==> src/rtl/ddr_chk_pkg.sv <==
package ddr_chk_pkg;

    localparam int NBANK = 4;
    localparam int BW    = 2;

    typedef enum logic [2:0] {
        CMD_NOP, CMD_ACT, CMD_RD, CMD_WR, CMD_PRE, CMD_REF, CMD_MRS, CMD_BST
    } cmd_e;

    typedef enum logic [3:0] {
        V_NONE   = 4'd0,
        V_STATE  = 4'd1,
        V_RCD    = 4'd2,
        V_RP     = 4'd3,
        V_RRD    = 4'd4,
        V_RC     = 4'd5,
        V_RASMIN = 4'd6,
        V_WR     = 4'd7,
        V_DAL    = 4'd8,
        V_RASMAX = 4'd9
    } viol_e;

    typedef struct packed {
        viol_e           code;
        logic [BW-1:0]   bank;
    } viol_t;

    function automatic cmd_e decode_cmd(input logic cs_n, input logic ras_n,
                                        input logic cas_n, input logic we_n);
        if (cs_n) return CMD_NOP;
        case ({ras_n, cas_n, we_n})
            3'b011:  return CMD_ACT;
            3'b101:  return CMD_RD;
            3'b100:  return CMD_WR;
            3'b010:  return CMD_PRE;
            3'b001:  return CMD_REF;
            3'b000:  return CMD_MRS;
            3'b110:  return CMD_BST;
            default: return CMD_NOP;
        endcase
    endfunction

    // BA0 is the high bit of the bank index
    function automatic logic [BW-1:0] bank_of(input logic [1:0] ba);
        return {ba[0], ba[1]};
    endfunction

    function automatic int imax(input int a, input int b);
        return (a > b) ? a : b;
    endfunction

endpackage

==> src/rtl/ddr_rule_eval.sv <==
module ddr_rule_eval
    import ddr_chk_pkg::*;
#(
    parameter int TW        = 4,
    parameter int T_RCD     = 3,
    parameter int T_RP      = 3,
    parameter int T_RRD     = 2,
    parameter int T_RC      = 9,
    parameter int T_RAS_MIN = 6,
    parameter int T_WR      = 2,
    parameter int T_DAL     = 5
) (
    input  cmd_e                      cmd,
    input  logic [BW-1:0]             bank,
    input  logic                      a10,
    input  logic [NBANK-1:0]          active,
    input  logic [NBANK-1:0][TW-1:0]  act_age,
    input  logic [NBANK-1:0][TW-1:0]  gate_age,
    input  logic [NBANK-1:0]          gate_dal,
    input  logic [NBANK-1:0][TW-1:0]  wr_age,
    input  logic [NBANK-1:0]          ras_expired,
    input  logic [TW-1:0]             last_act_age,
    input  logic [BW-1:0]             last_act_bank,
    output viol_t                     result
);
    localparam logic [TW-1:0] L_RCD = TW'(T_RCD);
    localparam logic [TW-1:0] L_RP  = TW'(T_RP);
    localparam logic [TW-1:0] L_RRD = TW'(T_RRD);
    localparam logic [TW-1:0] L_RC  = TW'(T_RC);
    localparam logic [TW-1:0] L_RAS = TW'(T_RAS_MIN);
    localparam logic [TW-1:0] L_WR  = TW'(T_WR);
    localparam logic [TW-1:0] L_DAL = TW'(T_DAL);

    function automatic logic gate_short(input logic [TW-1:0] age, input logic dal);
        return age < (dal ? L_DAL : L_RP);
    endfunction

    always_comb begin
        result = '{code: V_NONE, bank: '0};
        case (cmd)
            CMD_ACT: begin
                if (active[bank])
                    result = '{code: V_STATE, bank: bank};
                else if (act_age[bank] < L_RC)
                    result = '{code: V_RC, bank: bank};
                else if (gate_short(gate_age[bank], gate_dal[bank]))
                    result = '{code: gate_dal[bank] ? V_DAL : V_RP, bank: bank};
                else if (last_act_bank != bank && last_act_age < L_RRD)
                    result = '{code: V_RRD, bank: bank};
            end
            CMD_RD, CMD_WR: begin
                if (!active[bank])
                    result = '{code: V_STATE, bank: bank};
                else if (act_age[bank] < L_RCD)
                    result = '{code: V_RCD, bank: bank};
            end
            CMD_PRE: begin
                for (int b = NBANK - 1; b >= 0; b--) begin
                    if ((a10 || BW'(b) == bank) && active[b]) begin
                        if (act_age[b] < L_RAS)
                            result = '{code: V_RASMIN, bank: BW'(b)};
                        else if (wr_age[b] < L_WR)
                            result = '{code: V_WR, bank: BW'(b)};
                    end
                end
            end
            CMD_REF: begin
                if (|active) begin
                    for (int b = NBANK - 1; b >= 0; b--)
                        if (active[b]) result = '{code: V_STATE, bank: BW'(b)};
                end else begin
                    for (int b = NBANK - 1; b >= 0; b--) begin
                        if (act_age[b] < L_RC)
                            result = '{code: V_RC, bank: BW'(b)};
                        else if (gate_short(gate_age[b], gate_dal[b]))
                            result = '{code: gate_dal[b] ? V_DAL : V_RP, bank: BW'(b)};
                    end
                end
            end
            default: result = '{code: V_NONE, bank: '0};
        endcase
        if (result.code == V_NONE) begin
            for (int b = NBANK - 1; b >= 0; b--)
                if (ras_expired[b]) result = '{code: V_RASMAX, bank: BW'(b)};
        end
    end

endmodule

==> config.mk <==
export PLATFORM = sky130hd
export DESIGN_NAME = ddr_rule_eval
export DESIGN_NICKNAME = d
export VERILOG_FILES = /design/src/rtl/ddr_chk_pkg.sv /design/src/rtl/ddr_rule_eval.sv
export SDC_FILE = /design/constraint.sdc
export NUM_CORES = 1
export LEC_CHECK = 0
export ABC_AREA = 1
export BUFFER_PORTS_ARGS = -buffer_cell sky130_fd_sc_hd__buf_2
export CAP_MARGIN = 25
export CORE_MARGIN = 1
export CORE_UTILIZATION = 40
export DETAILED_ROUTE_END_ITERATION = 8
export PLACE_DENSITY = 0.74
export SYNTH_ARGS = -nofsm -noshare
export SYNTH_HDL_FRONTEND = slang
export SYNTH_SLANG_ARGS = --single-unit
export TNS_END_PERCENT = 50
==> constraint.sdc <==
create_clock -name vclk -period 2.7
set_input_delay 0.54 -clock vclk [all_inputs]
set_output_delay 0.54 -clock vclk [all_outputs]
set_load 0.02 [all_outputs]
; Word level (Yosys, flattened, before mapping)
; Index checks and enable logic that the tools add are counted.
; Widths: inputs -> output; s select.
[totals]
register_bits = 0
in_bits = 72
output_inout_bits = 6
elab_cells = 98
[classes]
order_cmp = 21
n_eq_ne = 9
muxes = 55
reduce_logical = 13
[ops]
columns = cell, n
row1 = $mux 6, 29
row2 = $mux 4, 9
row3 = $lt 4x2->1 const B, 6
row4 = $pmux 6 s4, 1
row5 = $lt 4x3->1, 5
row6 = $lt 4x4->1 const B, 5
row7 = $mux 5, 4
row8 = $mux 3, 6
row9 = $bmux 4 s2, 2
row10 = $lt 4x3->1 const B, 4
row11 = $eq 3x2->1 const B, 2
row12 = $eq 3x3->1 const B, 2
row13 = $logic_and 1x1->1, 5
row14 = $bmux 1 s2, 2
row15 = $eq 2x2->1 const A, 2
row16 = $logic_not 4->1, 1
row17 = $logic_or 1x1->1, 4
row18 = $reduce_or 4->1, 1
row19 = $eq 3x1->1 const B, 1
row20 = $lt 2x3->1 const B, 1
row21 = $eq 1x2->1 const A, 1
row22 = $logic_not 2->1, 1
row23 = $mux 1, 2
row24 = $ne 2x2->1, 1
row25 = $reduce_or 2->1, 1

; Logic depth before layout (Yosys ltp)
; Gate-level depths: netlist of run 1.
[logic_depth]
ltp_word = 19
depth_mapped = 19
depth_no_buf = 19

; Worst setup path before layout of run 1
; OpenSTA, ideal clock, no wires.
[synth_path]
kind = input to output
from = in bank[1]
to = out result[1] in the netlist's numbering
t_arrival_ns = 2.500
required_ns = 2.160
setup_slack_ns = -0.340
stages = 17
n_path_buf = 1
path_cell_list = buf_6 -> nand2_4 -> nor2_1 -> nor3_2 -> inv_1 -> ha_1 -> nand2_1 -> nand2_1 -> nand2_1 -> nand2_2 -> nand2_1 -> nand2_1 -> nand2_1 -> nand3_2 -> nor2_1 -> nand3_1 -> o21bai_1
[synth_lines]
columns = item, line_no
row1 = start: declaration, ddr_rule_eval.sv:14  ; input logic [BW-1:0] bank,
row2 = end: declaration, ddr_rule_eval.sv:24  ; output viol_t result

==> impl_metrics.py, run 1 <==
metrics = {
    "synth": {
        "synth_top_area_cell": "nand2_1",
        "synth_area_leaders": "nand2_1 (30%), inv_1 (13%), ha_1 (7.9%)",
        "syn-num-nets": 407,
        "yosysWarningCount": 0,
        "syn_area_per_cell_um2": 4.85,
        "yosysUniqueCellTypes": 32,
        "synthCells": 325,
        "syn_area_um2": 1580,
        "seq_area_frac_synth_pct": 0,
        "synth_top_area_share_pct": 30.2,
    },
    "setup_path": {
        "critPathSlowestCell": "ha_1",
        "cp_max_fo": 6,
        "critPathArrivalTime_ns": 2.46,
        "crit_type": "in -> out",
        "crit_required_ns": 2.16,
        "cp_common_cell": "nand2_1",
        "max_stage_delay_ns": 0.27,
        "path_delay_family": "simple AND/OR/NAND/NOR gates",
        "cp-end-kind": "primary output",
        "crit_buf_inv": 6,
        "crit_chain": "buf_12 > buf_6 > nand2_4 > nor2_4 > nor3_4 > inv_1 > ha_1 > nand2_1 > nand2_1 > nand2_2 > nand3_2 > inv_1 > nand2_1 > nand2_1 > a21oi_2 > buf_4 > nand3_1 > o21bai_4 > buf_6",
        "critPathLaunchType": "primary input",
    },
    "grt": {
        "grt_pass1_wl_um": 8470,
        "grt_antenna_before_repair": 0,
        "grt_max_degree": 9,
        "grt_overflow_total": 0,
        "grt_use_total_pct": 24.7,
        "first_global_vias": 2096,
    },
    "power_and_ir_drop": {
        "p_per_area_nw_per_um2": 181,
        "power.leakage_nw": 1.55,
        "power.total_uw": 454,
        "peakVddDrop_mv": 0.120,
    },
    "timing": {
        "rsz0062_at_grt": "true",
        "post-route-min-period_ns": 3.00,
        "relSlewSlack_pct": 74.4,
        "clock.fmax_mhz": 333,
        "setup_slack_ns": -0.301,
        "drv_slew": 0,
        "finalSetupViolations": 6,
        "min_period_over_period_pct": 111,
        "whs_ns": 1.46,
        "worstMarginPinSlew_ns": 0.381,
        "hold_viol_final": 0,
    },
    "floorplanning": {
        "die_area_um2": 4200,
        "initial_core_util_pct": 42.5,
        "core_region_area_um2": 3720,
        "die_w_um": 64.8,
        "ioPinCount": 78,
        "rows": 22,
        "die_h_um": 64.8,
    },
    "route": {
        "drt-wirelength-per-cell_um": 10.9,
        "drc": 0,
        "antenna_left": 0,
        "finalWirelength_um": 5310,
        "num_vias": 2389,
        "firstDrtPassIters": 4,
        "viasPerCell": 4.92,
        "drtIter0Drc": 109,
    },
    "run_status": {
        "violations": "setup timing",
        "status": "complete, but fails checks",
    },
    "cells_and_area": {
        "fin_cells": 486,
        "fin_area_um2": 2510,
        "clkbuf_count": 0,
        "utilization_pct": 67.5,
        "register_area_um2": 0,
        "num-fill-cells": 372,
        "fin_nets": 522,
        "drive_above_1_share_pct": 37.4,
        "seq_cell_count": 0,
        "areaGrowthSynthToFinish_pct": 59.0,
        "antennaDiodeCount": 0,
    },
    "placement": {
        "postPlaceCellArea_um2": 2360,
        "routabilityCongestion": 0.882,
        "placedCellCount": 484,
        "io_buffers": 73,
        "dp_hpwl_um": 4560,
    },
    "hold_path": {
        "hp-class": "in -> out",
    },
    "job": {
        "cap_violations": 0,
    },
    "clock_tree": {
        "ctsHoldBuffers": 0,
    },
}
-- power by group --
group / switching, mW / total, mW / leakage [nW] / internal (mW)
Clock: 0 / 0 / 0 / 0
Combinational: 0.244 / 0.454 / 1.55 / 0.210
Sequential: 0 / 0 / 0 / 0
-- metrics by stage --
step | TNS, ns | setup slack (ns)
global route | -2.13 | -0.424
detailed placement | -2.10 | -0.440
finish | -1.38 | -0.301
CTS | -1.35 | -0.289
floorplan | -0.239 | -0.0778
global placement | -1.94 | -0.417
-- synth_stat cells, types with 2 or more instances --
cell,number
nand3_2,3
nand3_1,21
xnor2_1,2
nand2_2,6
a21boi_0,3
nand2_1,127
buf_6,2
inv_2,3
nor2_2,5
a21oi_2,2
inv_4,2
inv_1,54
o21ai_0,5
a21oi_1,14
and2_1,2
nor2_4,2
o21ai_1,4
nor3_1,9
nand4_1,2
ha_1,10
a22oi_1,5
nor2_1,32
-- final timing paths --
path            from        end  slack, ns  cells past startpoint
max          bank[0]  result[1]      -0.30                     19
min   ras_expired[0]  result[0]       1.46                      5
-- metal layers --
layer  up-vias  routed length (um)  GRT usage, %
li1       1246                   -             -
met1      1070                2410          32.0
met2        69                2610          46.2
met3         4                 248         0.704
met4         0                  42          1.94
met5         -                   0             0
-- layout make-up --
cell class	count	area, um^2	share of cell area, %
multi-input combinational	264	1450	57.8
tap	48	60.1	2.39
timing repair buffer	115	768	30.6
inverter	59	231	9.23
-- layout by cell type, fill, tap and decap left out, drive strengths merged --
cell type,count
buf,115
nand4,3
inv,59
a211oi,1
and2,2
nor3,10
a22oi,5
a21boi,4
nor2,39
a21oi,17
o21ai,10
o21bai,1
nand3,24
xnor2,2
ha,10
o22ai,2
nand2,134
-- logic make-up (layout without fill, tap and decap cells) --
kind of cell	after synthesis	after routing	share of synthesized area, %
adder cells (fa/ha/maj)	10	10	7.93
AND/OR/NAND/NOR	212	212	58.8
buffers and inverters	61	174	15.8
AO/OA/AOI/OAI	40	40	16.4
XOR/XNOR	2	2	1.11
-- timing repair --
item                       CTS  global route
setup endpoints to repair    6             6
pin swaps                   14             6
setup buffers                1             1
resized for setup           28            14
Power figures use the tool's default switching activity.
==> run 2, diff against run 1 <==
- CAP_MARGIN: 25 -> 20
- CORE_ASPECT_RATIO: unset -> 1.5
==> run 2 against run 1 <==
The run still ends with setup timing left. Setup slack improved by 0.014 ns. Utilization rose by 1.4 points. Sequential share of layout area stayed put. Non-clock buffer count grew 3. Critical path depth increased by 1. Worst hold slack worse by 0.0023 ns. Final cell count fell by 0.41%. First-iteration DRC count shrank 51%. Critical endpoint is now result[5]. Largest cell class unchanged.
==> impl_metrics.py, run 2 (synthesized netlist as in run 1, its figures left out) <==
metrics = {
    "route": {
        "drt-wirelength-per-cell_um": 10.9,
        "drc": 0,
        "finalWirelength_um": 5290,
        "viasPerCell": 4.87,
        "drtIter0Drc": 53,
        "num_vias": 2357,
        "firstDrtPassIters": 4,
        "antenna_left": 0,
    },
    "setup_path": {
        "critPathLaunchType": "primary input",
        "cp_max_fo": 5,
        "critPathArrivalTime_ns": 2.45,
        "crit_required_ns": 2.16,
        "crit_type": "in -> out",
        "cp-end-kind": "primary output",
    },
    "power_and_ir_drop": {
        "power.leakage_nw": 1.56,
        "switching_share_pct": 53.3,
        "p_seq_share_pct": 0,
        "netSwitchingPower_uw": 249,
        "clkPwrFrac_pct": 0,
        "intPower_uw": 219,
        "power.total_uw": 468,
        "peakVddDrop_mv": 0.143,
        "combPwrFrac_pct": 100.0,
        "p_per_area_nw_per_um2": 183,
    },
    "timing": {
        "worstMarginPinSlew_ns": 0.486,
        "clock.fmax_mhz": 335,
        "fin_tns_setup_ns": -1.36,
        "hold_viol_final": 0,
        "post-route-min-period_ns": 2.99,
        "rsz0062_at_grt": "true",
        "relSlewSlack_pct": 67.6,
        "setup_slack_ns": -0.287,
        "finalSetupViolations": 5,
        "drv_slew": 0,
        "min_period_over_period_pct": 111,
    },
    "floorplanning": {
        "die_w_um": 53.3,
        "die_area_um2": 4200,
        "ioPinCount": 78,
        "rows": 27,
        "initial_core_util_pct": 42.5,
        "core_region_area_um2": 3720,
        "die_h_um": 78.9,
    },
    "placement": {
        "routabilityCongestion": 0.911,
        "dp_hpwl_um": 4560,
        "postPlaceCellArea_um2": 2350,
        "dpl_worst_slack_ns": -0.431,
        "io_buffers": 73,
    },
    "cells_and_area": {
        "utilization_pct": 69.0,
        "fin_area_um2": 2560,
        "drive_above_1_share_pct": 40.1,
        "layout_commonest_cell": "nand2_1",
        "register_area_um2": 0,
        "clkbuf_count": 0,
        "layout_common_cells": "nand2_1 (117), buf_2 (65), inv_1 (50)",
        "seq_cell_count": 0,
        "fin_nets": 525,
        "antennaDiodeCount": 0,
        "areaGrowthSynthToFinish_pct": 62.4,
    },
    "grt": {
        "grt_overflow_total": 0,
        "grt_pass1_wl_um": 8690,
        "grt_max_degree": 7,
        "first_global_vias": 2248,
        "grt_use_total_pct": 26.4,
        "grt_antenna_before_repair": 0,
    },
    "run_status": {
        "status": "complete, but fails checks",
        "violations": "setup timing",
    },
    "clock_tree": {
        "ctsHoldBuffers": 0,
    },
    "hold_path": {
        "holdPathStages": 5,
        "hp-class": "in -> out",
    },
    "job": {
        "cap_violations": 0,
    },
}
==> run 2: cell type report <==
| class | instances | area, um^2 |
|---|---|---|
| timing repair buffer | 118 | 790 |
| inverter | 59 | 229 |
| tap | 43 | 53.8 |
| multi-input combinational | 264 | 1490 |
| fill | 343 | 1150 |
==> run 2: metal layers <==
layer,GRT usage (%),wire length [um]
met3,1.15,221
met4,8.42,163
met1,26.9,1940
met2,53.0,2970
met5,0,0
==> run 2: worst paths after layout <==
kind,startpoint,to,slack (ns)
max,bank[0],result[5],-0.29
min,ras_expired[0],result[0],1.46
==> run 2: critical path, stage by stage <==
cell     delay (ns)
buf_12         0.11
buf_6          0.11
nand2_4        0.06
nor2_4         0.04
nor3_4         0.19
inv_2          0.06
ha_4           0.26
nand2_2        0.03
nand2_1        0.06
nand2_2        0.08
nand3_2        0.08
nand2_1        0.05
nand2_1        0.06
nand3_2        0.09
nor2_4         0.15
nand2_2        0.07
nor2_4         0.12
o21ai_2        0.08
nand2_2        0.07
buf_6          0.11
==> run 2: power by group through the flow <==
stage / clock (mW) / combinational, mW / sequential [mW]
floorplan: 0 / 0.238 / 0
global placement: 0 / 0.395 / 0
detailed placement: 0 / 0.404 / 0
CTS: 0 / 0.440 / 0
global route: 0 / 0.520 / 0
finish: 0 / 0.468 / 0
==> run 2: stage by stage <==
step | instances | hold WS (ns)
6_report | 484 | 1.46
3_5_place_dp | 479 | 1.48
2_1_floorplan | 325 | 1.29
5_1_grt | 484 | 1.51
3_3_place_gp | 479 | 1.48
4_1_cts | 480 | 1.45
==> run 2: repair_timing <==
action,CTS,global route
endpoints found under the setup margin,6,6
buffers inserted,1,4
gates resized for setup,34,18
pin swaps,17,12
gates cloned,0,0
